### config.mk
export PLATFORM = sky130hd
export DESIGN_NAME = pio_xfer_eng
export DESIGN_NICKNAME = d
export VERILOG_FILES = /design/src/rtl/pio_tm_pkg.sv /design/src/rtl/pio_tm_bank.sv /design/src/rtl/pio_rdy_sync.sv /design/src/rtl/pio_cycle_seq.sv /design/src/rtl/pio_xfer_eng.sv
export SDC_FILE = /design/constraint.sdc
export NUM_CORES = 1
export LEC_CHECK = 0
export ABC_CLOCK_PERIOD_IN_PS = 5500
export BUFFER_PORTS_ARGS = -buffer_cell sky130_fd_sc_hd__buf_2
export CORE_MARGIN = 2
export CORE_UTILIZATION = 45
export DETAILED_ROUTE_END_ITERATION = 6
export PLACE_DENSITY_LB_ADDON = 0.15
export SETUP_SLACK_MARGIN = 0.4
export SLEW_MARGIN = 20
export SYNTH_ARGS = -nofsm -noshare
export SYNTH_HDL_FRONTEND = slang
export SYNTH_HIERARCHICAL = 1
export SYNTH_SLANG_ARGS = --single-unit
### constraint.sdc
create_clock -name clk -period 5.5 [get_ports clk]
set_input_delay 1.1 -clock clk [delete_from_list [all_inputs] [get_ports clk]]
set_output_delay 1.1 -clock clk [all_outputs]
set_load 0.01 [all_outputs]
### src/rtl/pio_tm_pkg.sv
`timescale 1ns/1ps
package pio_tm_pkg;

   localparam int N_DRIVES = 2;
   localparam int FLD_W    = 8;

   // field selectors for the nanosecond table
   localparam int F_CYC  = 0;
   localparam int F_ASU  = 1;
   localparam int F_W8   = 2;
   localparam int F_W16  = 3;
   localparam int F_REC  = 4;
   localparam int F_HOLD = 5;
   localparam int F_RDY  = 6;

   typedef enum logic [2:0] {
      ST_IDLE, ST_LOAD, ST_SETUP, ST_STRB, ST_HOLD, ST_RECOV
   } seq_st_e;

   typedef struct packed {
      logic [FLD_W-1:0] cyc;
      logic [FLD_W-1:0] w8;
      logic [FLD_W-1:0] w16;
      logic [FLD_W-1:0] rec;
      logic [FLD_W-1:0] hold;
      logic [FLD_W-1:0] asu;
      logic [FLD_W-1:0] rdy;
   } tm_set_t;

   function automatic tm_set_t tm_unpack(logic [31:0] wa, logic [31:0] wb);
      tm_set_t s;
      s.cyc  = wa[31:24];
      s.w8   = wa[23:16];
      s.w16  = wa[15:8];
      s.rec  = wa[7:0];
      s.hold = wb[31:24];
      s.asu  = wb[23:16];
      s.rdy  = wb[15:8];
      return s;
   endfunction

   function automatic int pio_ns(int fld, int mode);
      int r;
      r = 0;
      case (fld)
         F_CYC:  case (mode) 0: r = 600; 1: r = 383; 2: r = 240; 3: r = 180; default: r = 120; endcase
         F_ASU:  case (mode) 0: r = 70;  1: r = 50;  2: r = 30;  3: r = 30;  default: r = 25;  endcase
         F_W8:   case (mode) 0: r = 290; 1: r = 290; 2: r = 290; 3: r = 80;  default: r = 70;  endcase
         F_W16:  case (mode) 0: r = 165; 1: r = 125; 2: r = 100; 3: r = 80;  default: r = 70;  endcase
         F_REC:  case (mode) 3: r = 70;  4: r = 25;  default: r = 0; endcase
         F_HOLD: case (mode) 0: r = 30;  1: r = 20;  2: r = 15;  default: r = 10; endcase
         default: r = 35;
      endcase
      return r;
   endfunction

   function automatic int clk_cnt(int ns, int ps);
      return (ns * 1000 + ps - 1) / ps;
   endfunction

   function automatic logic [31:0] word_a(int mode, int ps);
      return {8'(clk_cnt(pio_ns(F_CYC, mode), ps)), 8'(clk_cnt(pio_ns(F_W8, mode), ps)),
              8'(clk_cnt(pio_ns(F_W16, mode), ps)), 8'(clk_cnt(pio_ns(F_REC, mode), ps))};
   endfunction

   function automatic logic [31:0] word_b(int mode, int ps);
      return {8'(clk_cnt(pio_ns(F_HOLD, mode), ps)), 8'(clk_cnt(pio_ns(F_ASU, mode), ps)),
              8'(clk_cnt(pio_ns(F_RDY, mode), ps)), 8'h00};
   endfunction

endpackage

### src/rtl/pio_tm_bank.sv
`timescale 1ns/1ps
module pio_tm_bank
   import pio_tm_pkg::*;
#(
   parameter int CLK_PS = 5000,
   localparam int DRV_W = $clog2(N_DRIVES)
)(
   input  logic             clk,
   input  logic             rst_n,
   input  logic             we,
   input  logic [DRV_W-1:0] wr_drv,
   input  logic             wr_word,
   input  logic [31:0]      wr_data,
   input  logic [DRV_W-1:0] rd_drv,
   output tm_set_t          rd_set
);

   localparam logic [31:0] DEF_A = word_a(0, CLK_PS);
   localparam logic [31:0] DEF_B = word_b(0, CLK_PS);

   logic [31:0] wa [N_DRIVES];
   logic [31:0] wb [N_DRIVES];

   for (genvar d = 0; d < N_DRIVES; d++) begin : g_drv
      logic [31:0] a_q, b_q;
      logic        hit;
      assign hit = we && (wr_drv == DRV_W'(d));
      always_ff @(posedge clk or negedge rst_n) begin
         if (!rst_n) begin
            a_q <= DEF_A;
            b_q <= DEF_B;
         end else if (hit) begin
            if (wr_word) b_q <= wr_data;
            else         a_q <= wr_data;
         end
      end
      assign wa[d] = a_q;
      assign wb[d] = b_q;
   end

   assign rd_set = tm_unpack(wa[rd_drv], wb[rd_drv]);

endmodule

### src/rtl/pio_rdy_sync.sv
`timescale 1ns/1ps
module pio_rdy_sync #(
   parameter int STAGES = 2
)(
   input  logic clk,
   input  logic rst_n,
   input  logic rdy_in,
   output logic rdy_out
);

   if (STAGES == 0) begin : g_raw
      assign rdy_out = rdy_in;
   end else if (STAGES == 1) begin : g_one
      logic s_q;
      always_ff @(posedge clk or negedge rst_n) begin
         if (!rst_n) s_q <= 1'b1;
         else        s_q <= rdy_in;
      end
      assign rdy_out = s_q;
   end else begin : g_chain
      logic [STAGES-1:0] s_q;
      always_ff @(posedge clk or negedge rst_n) begin
         if (!rst_n) s_q <= '1;
         else        s_q <= {s_q[STAGES-2:0], rdy_in};
      end
      assign rdy_out = s_q[STAGES-1];
   end

endmodule

### src/rtl/pio_cycle_seq.sv
`timescale 1ns/1ps
module pio_cycle_seq
   import pio_tm_pkg::*;
#(
   parameter int EL_W = 10
)(
   input  logic    clk,
   input  logic    rst_n,
   input  logic    soft_rst,
   input  logic    start,
   input  logic    need_load,
   input  logic    is16,
   input  logic    rdy_en,
   input  logic    rdy,
   input  tm_set_t tm,
   output seq_st_e st,
   output logic    load_en,
   output logic    strb_end,
   output logic    fin
);

   localparam logic [EL_W-1:0] ONE  = EL_W'(1);
   localparam logic [EL_W-1:0] SATV = '1;

   seq_st_e         st_q, st_d;
   logic [EL_W-1:0] seg_q, seg_d, el_q, el_d;
   logic [EL_W-1:0] seg_inc, el_inc, ts, tw;
   logic            rdy_gate;

   function automatic logic [EL_W-1:0] ext(logic [FLD_W-1:0] v);
      return EL_W'(v);
   endfunction

   assign seg_inc  = (seg_q == SATV) ? seg_q : seg_q + ONE;
   assign el_inc   = (el_q  == SATV) ? el_q  : el_q  + ONE;
   assign ts       = (tm.asu == '0) ? ONE : ext(tm.asu);
   assign tw       = is16 ? ((tm.w16 == '0) ? ONE : ext(tm.w16))
                          : ((tm.w8  == '0) ? ONE : ext(tm.w8));
   assign rdy_gate = !rdy_en || (seg_q < ext(tm.rdy)) || rdy;

   always_comb begin
      st_d     = st_q;
      seg_d    = seg_q;
      el_d     = el_q;
      load_en  = 1'b0;
      strb_end = 1'b0;
      fin      = 1'b0;
      unique case (st_q)
         ST_IDLE: begin
            if (start) begin
               seg_d = '0;
               el_d  = '0;
               st_d  = need_load ? ST_LOAD : ST_SETUP;
            end
         end
         ST_LOAD: begin
            load_en = 1'b1;
            st_d    = ST_SETUP;
         end
         ST_SETUP: begin
            el_d = el_inc;
            if (seg_inc >= ts) begin
               seg_d = '0;
               st_d  = ST_STRB;
            end else begin
               seg_d = seg_inc;
            end
         end
         ST_STRB: begin
            el_d = el_inc;
            if (seg_inc >= tw && rdy_gate) begin
               strb_end = 1'b1;
               seg_d    = '0;
               st_d     = (tm.hold == '0) ? ST_RECOV : ST_HOLD;
            end else begin
               seg_d = seg_inc;
            end
         end
         ST_HOLD: begin
            el_d = el_inc;
            if (seg_inc >= ext(tm.hold)) begin
               seg_d = '0;
               st_d  = ST_RECOV;
            end else begin
               seg_d = seg_inc;
            end
         end
         default: begin
            el_d = el_inc;
            if (el_inc >= ext(tm.cyc) && seg_inc >= ext(tm.rec)) begin
               fin  = 1'b1;
               st_d = ST_IDLE;
            end else begin
               seg_d = seg_inc;
            end
         end
      endcase
      if (soft_rst) begin
         st_d     = ST_IDLE;
         load_en  = 1'b0;
         strb_end = 1'b0;
         fin      = 1'b0;
      end
   end

   always_ff @(posedge clk or negedge rst_n) begin
      if (!rst_n) begin
         st_q  <= ST_IDLE;
         seg_q <= '0;
         el_q  <= '0;
      end else begin
         st_q  <= st_d;
         seg_q <= seg_d;
         el_q  <= el_d;
      end
   end

   assign st = st_q;

endmodule

### src/rtl/pio_xfer_eng.sv
`timescale 1ns/1ps
module pio_xfer_eng
   import pio_tm_pkg::*;
#(
   parameter int CLK_PS   = 5000,
   parameter int RDY_SYNC = 2,
   parameter int EL_W     = 10
)(
   input  logic        clk,
   input  logic        rst_n,
   input  logic        cfg_sm_rst,
   input  logic        cfg_fifo_rst,
   input  logic        cfg_rdy_en,
   input  logic        tm_we,
   input  logic        tm_drive,
   input  logic        tm_word,
   input  logic [31:0] tm_wdata,
   input  logic        req_valid,
   output logic        req_ready,
   input  logic        req_drive,
   input  logic        req_cs,
   input  logic [2:0]  req_reg,
   input  logic        req_write,
   input  logic [15:0] req_wdata,
   output logic        done,
   output logic [15:0] rd_data,
   output logic        busy,
   output logic [1:0]  ata_cs_n,
   output logic [2:0]  ata_da,
   output logic        ata_dior_n,
   output logic        ata_diow_n,
   output logic [15:0] ata_dd_out,
   output logic        ata_dd_oe,
   input  logic [15:0] ata_dd_in,
   input  logic        ata_iordy
);

   // elaboration-time parameter checks
   if (CLK_PS < 1) begin : g_bad_period
      $error("pio_xfer_eng: CLK_PS must be positive");
   end
   if (CLK_PS > 0 && clk_cnt(600, (CLK_PS > 0) ? CLK_PS : 1) > 255) begin : g_bad_fit
      $error("pio_xfer_eng: clock too fast for 8-bit timing fields");
   end
   if (RDY_SYNC < 0 || RDY_SYNC > 3) begin : g_bad_sync
      $error("pio_xfer_eng: RDY_SYNC must be 0..3");
   end
   if (EL_W < 9) begin : g_bad_el
      $error("pio_xfer_eng: EL_W must be at least 9");
   end

   logic       soft_rst, accept, need_load, rdy_s;
   logic       load_en, strb_end, fin;
   seq_st_e    st;
   tm_set_t    bank_set, act_set_q;
   logic       act_drv_q, act_vld_q;
   logic       drv_q, cs_q, wr_q, is16_q;
   logic [2:0] reg_q;
   logic [15:0] wd_q, rd_q;
   logic       done_q, on_bus, strb_on;

   assign soft_rst  = cfg_sm_rst | cfg_fifo_rst;
   assign req_ready = (st == ST_IDLE) && !soft_rst;
   assign accept    = req_valid && req_ready;
   assign need_load = !act_vld_q || (req_drive != act_drv_q);

   pio_tm_bank #(.CLK_PS(CLK_PS)) u_bank (
      .clk     (clk),
      .rst_n   (rst_n),
      .we      (tm_we),
      .wr_drv  (tm_drive),
      .wr_word (tm_word),
      .wr_data (tm_wdata),
      .rd_drv  (drv_q),
      .rd_set  (bank_set)
   );

   pio_rdy_sync #(.STAGES(RDY_SYNC)) u_rdy (
      .clk     (clk),
      .rst_n   (rst_n),
      .rdy_in  (ata_iordy),
      .rdy_out (rdy_s)
   );

   pio_cycle_seq #(.EL_W(EL_W)) u_seq (
      .clk       (clk),
      .rst_n     (rst_n),
      .soft_rst  (soft_rst),
      .start     (accept),
      .need_load (need_load),
      .is16      (is16_q),
      .rdy_en    (cfg_rdy_en),
      .rdy       (rdy_s),
      .tm        (act_set_q),
      .st        (st),
      .load_en   (load_en),
      .strb_end  (strb_end),
      .fin       (fin)
   );

   // request capture
   always_ff @(posedge clk or negedge rst_n) begin
      if (!rst_n) begin
         drv_q  <= 1'b0;
         cs_q   <= 1'b0;
         reg_q  <= '0;
         wr_q   <= 1'b0;
         wd_q   <= '0;
         is16_q <= 1'b0;
      end else if (accept) begin
         drv_q  <= req_drive;
         cs_q   <= req_cs;
         reg_q  <= req_reg;
         wr_q   <= req_write;
         wd_q   <= req_wdata;
         is16_q <= !req_cs && (req_reg == 3'd0);
      end
   end

   // working timing set
   always_ff @(posedge clk or negedge rst_n) begin
      if (!rst_n) begin
         act_set_q <= '0;
         act_drv_q <= 1'b0;
         act_vld_q <= 1'b0;
      end else if (soft_rst) begin
         act_vld_q <= 1'b0;
      end else begin
         if (load_en) begin
            act_set_q <= bank_set;
            act_drv_q <= drv_q;
            act_vld_q <= 1'b1;
         end
         if (tm_we && tm_drive == (load_en ? drv_q : act_drv_q))
            act_vld_q <= 1'b0;
      end
   end

   // completion and read data
   always_ff @(posedge clk or negedge rst_n) begin
      if (!rst_n) begin
         done_q <= 1'b0;
         rd_q   <= '0;
      end else begin
         done_q <= fin;
         if (strb_end && !wr_q)
            rd_q <= is16_q ? ata_dd_in : {8'h00, ata_dd_in[7:0]};
      end
   end

   assign on_bus  = (st == ST_SETUP) || (st == ST_STRB) || (st == ST_HOLD);
   assign strb_on = (st == ST_STRB);

   assign busy       = (st != ST_IDLE);
   assign done       = done_q;
   assign rd_data    = rd_q;
   assign ata_cs_n   = on_bus ? (cs_q ? 2'b01 : 2'b10) : 2'b11;
   assign ata_da     = reg_q;
   assign ata_dior_n = !(strb_on && !wr_q);
   assign ata_diow_n = !(strb_on && wr_q);
   assign ata_dd_oe  = on_bus && wr_q;
   assign ata_dd_out = wd_q;

endmodule

Yosys cells after proc, flatten, opt, wreduce, memory -nomap -nowiden. Cells that the tools add are included.

Reductions and logical operators: 42. Equality and inequality tests: 14. $lt $le $gt $ge: 7. Bitwise gates (word level): 6. $add $sub $neg: 2. Muxes and demuxes: 43.

Operators by type and width (count): $mux 32 (6); $mux 10 (8); $pmux 10 s5 (1); $logic_not 8->1 (4); $ge 10x8->1 (3); $mux 8 (3); $add 10x1->10 const B (2); $eq 10x10->1 const B (2); $ge 10x10->1 (2); $pmux 10 s2 (1); $mux 3 (6); $mux 16 (1); $pmux 3 s5 (1); $mux 1 (13); $logic_and 1x1->1 (12); $reduce_and 2->1 (6); $lt 10x8->1 (1); $ne 3x2->1 const B (3); $logic_not 1->1 (7); $reduce_bool 7->1 (1); $eq 3x2->1 const B (2); $logic_not 3->1 (2); $mux 2 (3); $reduce_bool 3->1 (2); 15 further kinds (22).

Output and inout bits: 43. Bits of input ports: 80. Register bits after elaboration: 251. Logic and storage cells: 139.

Logic depth before layout (Yosys ltp).
Depth after elaboration: 9. Depth in mapped cells: 19. Mapped depth without buffers: 17.

Hierarchy. The synthesis kept the hierarchy.

Modules (own cells, without submodules): pio_tm_bank (area each 4922.2 µm², cells an instance 300, seq. area each 2847.7 µm², instances 1); pio_xfer_eng (area each 4018.9 µm², cells an instance 245, seq. area each 2452.4 µm², instances 1); pio_cycle_seq (area each 2971.6 µm², cells an instance 348, seq. area each 575.6 µm², instances 1); pio_rdy_sync (area each 52.6 µm², cells an instance 2, seq. area each 52.6 µm², instances 1).

Worst setup path after synthesis. No wires, ideal clock.

Path type: register -> register. Start: register u_seq.seg_q[0]. End: register rd_q[4], in the netlist rd_data[4]. Stages on the path, launching flop included: 17. Clock period less this slack: 3.921 ns. Setup slack: 1.579 ns. Setup time: 0.125 ns. Arrival time: 3.797 ns. Path buffers: 2. Required time: 5.375 ns. Path through: dfrtp_1 > ha_1 > nand4_1 > nor2_4 > nand3_1 > xnor2_1 > ha_1 > nand2b_1 > a2111oi_0 > a21oi_1 > a311o_1 > o32ai_2 > nor3b_1 > nand2b_1 > buf_2 > buf_2 > mux2_2.

Longest elaborated chain between the ends: 8. Elaborated cells on any way between the ends: 12. Classes of those cells: add/sub (1); order compare (2); eq/ne (1); mux (4); reduce/logical (4).

RTL lines: from (decl) (line pio_cycle_seq.sv:26) `logic [EL_W-1:0] seg_q, seg_d, el_q, el_d;`; from (signal assigned) (line pio_cycle_seq.sv:113) `seg_q <= seg_d;`; $add 10x1->10 (tied with other cells) (line pio_cycle_seq.sv:34) `assign seg_inc = (seg_q == SATV) ? seg_q : seg_q + ONE;`; $mux 10 or $logic_or 1x1->1 (tied branches) (line pio_cycle_seq.sv:34, pio_cycle_seq.sv:39); $ge 10x10->1 or $logic_or 1x1->1 (tied branches) (line pio_cycle_seq.sv:71, pio_cycle_seq.sv:39); $logic_and 1x1->1 * (line pio_cycle_seq.sv:71) `if (seg_inc >= tw && rdy_gate) begin`; $mux 1 * (line pio_cycle_seq.sv:71); $mux 1 * (line pio_cycle_seq.sv:48) `unique case (st_q)`; $mux 1 * (line pio_cycle_seq.sv:98) `if (soft_rst) begin`; via strb_end (line pio_xfer_eng.sv:53) `logic load_en, strb_end, fin;`; $logic_and 1x1->1 * (line pio_xfer_eng.sv:146) `if (strb_end && !wr_q)`; to (signal assigned) (line pio_xfer_eng.sv:147) `rd_q <= is16_q ? ata_dd_in : {8'h00, ata_dd_in[7:0]};`; to (decl) (line pio_xfer_eng.sv:59) `logic [15:0] wd_q, rd_q;`.

The timed path passes the listed nets; every way through them passes the cells marked *. A chain may end at the register's enable or synchronous reset.

Worst setup path in the final report.
Start: register u_seq.seg_q[0]. End: register rd_q[2], in the netlist rd_data[2].

The elaborated chain is that of the path after synthesis.

==> impl_metrics.yaml <==
worst_setup_path:
  cp.required_ps: 5900
  crit_arrival_ps: 4980
  start_kind: "flop"
  critPathMaxFanout: 15
  path_cells: "ha_1 > nand4_1 > nor2_4 > nand3_1 > xnor2_1 > ha_1 > nand2b_1 > a2111oi_0 > a21oi_1 > a311o_1 > o32ai_2 > nor3b_1 > nand2b_1 > mux2_2"
  crit_slowest_cell: "nand2b_1"
  worstSetupPathType: "flop to flop"
  cp-end-kind: "flop"
  rrSetupSlack_ps: 910
  critPathMaxStageDelay_ps: 460
layout:
  area_growth_pct: 13.28
  final_common_cell: "mux2_2"
  fin_nets: 1138
  antenna_cells: 0
  final_cell_mix: "206 x mux2_2, 196 x dfrtp_1, 121 x buf_2"
  drive_gt1_share_pct: 47.67
  fin_cells: 1367
synth:
  seq_area_frac_synth_pct: 49.55
  ys_types: 78
  synth-edff-count: 0
  synth.net_count: 1020
  async_flop_share_pct: 100.0
  syn_area_um2: 11970
  avgSynthCellArea_um2: 13.37
  synth-seq-cells: 235
  synth_ff_type: "dfrtp_1"
  ys_warn_count: 6
  synthCells: 895
placement:
  io_buffers: 122
  dp_cells: 1319
  gp_congestion: 0.7890
  dp_hpwl_um: 16440
  post-place-ws_ps: 975.6
die:
  boundaryPins: 123
  core.rowCount: 59
  die_w_um: 167.1
  core_um2: 26060
  fp.dieH_um: 167.1
  design.die.area_um2: 27910
  start_util_pct: 45.92
clocking:
  clkSinkCount: 235
  post_cts_buffers: 0
  ctsHtreeMaxLevel: 1
  cts-resized-gates: 0
  cts_tree: "built"
  cts_inserted_buffers: 27
  clkTransAtPathRegs_ps: 60
  clk_path_buf_depth: 3
  clk_latency_ps: 520
  cts-root-buf: "clkbuf_16"
  cts_hold_buffers: 0
timing:
  period_needed_ps: 4586
  finClkSkew_ps: 11.67
  setup_tns_ps: 0
  setup_viol: 0
  fmax_ghz: 0.2180
  setup_ws_ps: 913.6
  rsz0062_at_grt: "false"
  finalHoldViolations: 0
  final-max-slew-violation-count: 0
  tightestPinTransition_ps: 1005
  post-route-period-util_pct: 83.39
  slew_headroom_pct: 33.01
global_routing:
  use_met1_pct: 26.58
  first_global_vias: 7486
  grt_max_degree: 122
  grt_pass1_wl_um: 40790
  grt.busiest_layer: "met2"
  grt_overflow: 0
  antenna_found_initial: 1
  use_met3_pct: 2.495
  gr-usage-all-layers_pct: 17.79
  grt.met2_usage_pct: 27.27
routing:
  wl_per_cell_um: 17.91
  dr.pass1.iters: 4
  viasPerCell: 5.296
  drc_errors: 0
  drt_wl_total_um: 24490
  vias: 7240
  drtIter0Drc: 395
  ant_nets: 0
pwr:
  p_sw_share_pct: 24.94
  powerDensity_nw_per_um2: 336.7
  irDropWorstVdd_uv: 261.5
  p_switching_uw: 1138
  sequentialPowerShare_pct: 46.3
  comb_power_share_pct: 16.7
  leakagePower_uw: 0.006160
  internal-power_uw: 3425
  clkPwrFrac_pct: 37.1
outcome:
  outcome: "finished clean"
run:
  maxCapViolations: 0
min_path:
  hp-class: "flop to flop"
-- state kept, by name, indices dropped and copies added, names as in the netlist, 2 cells and up --
| name | count |
|---|---|
| act_set_q | 56 |
| ata_da | 3 |
| ata_dd_out | 16 |
| rd_data | 16 |
| u_bank/g_drv.a_q | 64 |
| u_bank/g_drv.b_q | 48 |
| u_rdy/g_chain.s_q | 2 |
| u_seq/el_q | 10 |
| u_seq/seg_q | 10 |
| u_seq/st | 3 |
-- final cells by class --
cell class | instances | area (um2)
Fill cell | 2254 | 12500
Timing Repair Buffer | 127 | 670.6
Clock buffer | 42 | 812.0
Sequential cell | 235 | 5929
Multi-Input combinational cell | 579 | 5529
Inverter | 43 | 161.4
Tap cell | 335 | 419.2
Clock inverter | 6 | 32.53
-- power groups by stage --
stage / Clock (uW) / Combinational (uW) / Sequential [uW]
detailed placement: 0 / 765 / 2140
floorplan: 0 / 552 / 2110
CTS: 1750 / 773 / 2110
global placement: 0 / 758 / 2130
finish: 1690 / 760 / 2110
global route: 1820 / 836 / 2140
-- critical path: cells and delay by family (launching register included) --
family | cells | cell delay [ps]
XOR/XNOR | 1 | 450
multiplexers | 1 | 400
flip-flops | 1 | 450
AO/OA/AOI/OAI | 4 | 1170
AND/OR/NAND/NOR | 6 | 1370
adder cells (fa/ha/maj) | 2 | 600
-- per-stage QoR --
stage,hold WS (ps),instance area (um2),total power [uW],util (%)
floorplan,345.2,11970,2664,-
global placement,346.9,12710,2893,48.77
detailed placement,352.9,12710,2908,48.77
CTS,365.1,13550,4639,52.01
global route,377.4,13550,4804,52.01
finish,366.9,13550,4563,52.01
-- metal layers --
layer | wire length, um | share of wire [%]
met2 | 10510 | 43
met4 | 471 | 1.9
met5 | 11 | 0.045
met1 | 12420 | 51
met3 | 1083 | 4.4
-- Yosys cell counts, types with 8 or more instances --
cell type,count,area (um2)
nand3_1,17,85.08
o21ai_0,19,95.09
buf_2,12,60.06
mux2_2,206,2320
mux2_4,49,735.7
dfstp_2,38,998.5
a21oi_1,20,100.1
nor4_1,8,50.05
mux2i_1,12,120.1
nor3_1,9,45.04
nor2_1,13,48.80
xnor2_1,9,78.83
nand2_1,40,150.1
a21o_1,10,75.07
ha_1,45,563.0
dfrtp_1,197,4930
buf_6,14,157.7
inv_1,42,157.7
-- worst paths after layout --
| path | from | end | cells past startpoint |
|---|---|---|---|
| max reg2reg | u_seq/seg_q[0] | rd_data[2] | 14 |
| min in group asynchronous | rst_n | rd_data[2] | 1 |
| max in group asynchronous | rst_n | u_bank/g_drv[1].a_q[2] | 2 |
| min reg2reg | u_rdy/g_chain.s_q[0] | u_rdy/g_chain.s_q[1] | 0 |
| max | u_seq/seg_q[0] | rd_data[2] | 14 |
| min | u_rdy/g_chain.s_q[0] | u_rdy/g_chain.s_q[1] | 0 |
-- cells by family after synthesis --
| group | share of synthesized area [%] |
|---|---|
| compound gates | 7.069 |
| flops | 49.55 |
| simple gates | 6.651 |
| buf+inv | 4.246 |
| mux | 26.73 |
| xor+xnor | 0.8053 |
| fa+ha+maj | 4.957 |
Power figures use the tool's default switching activity.
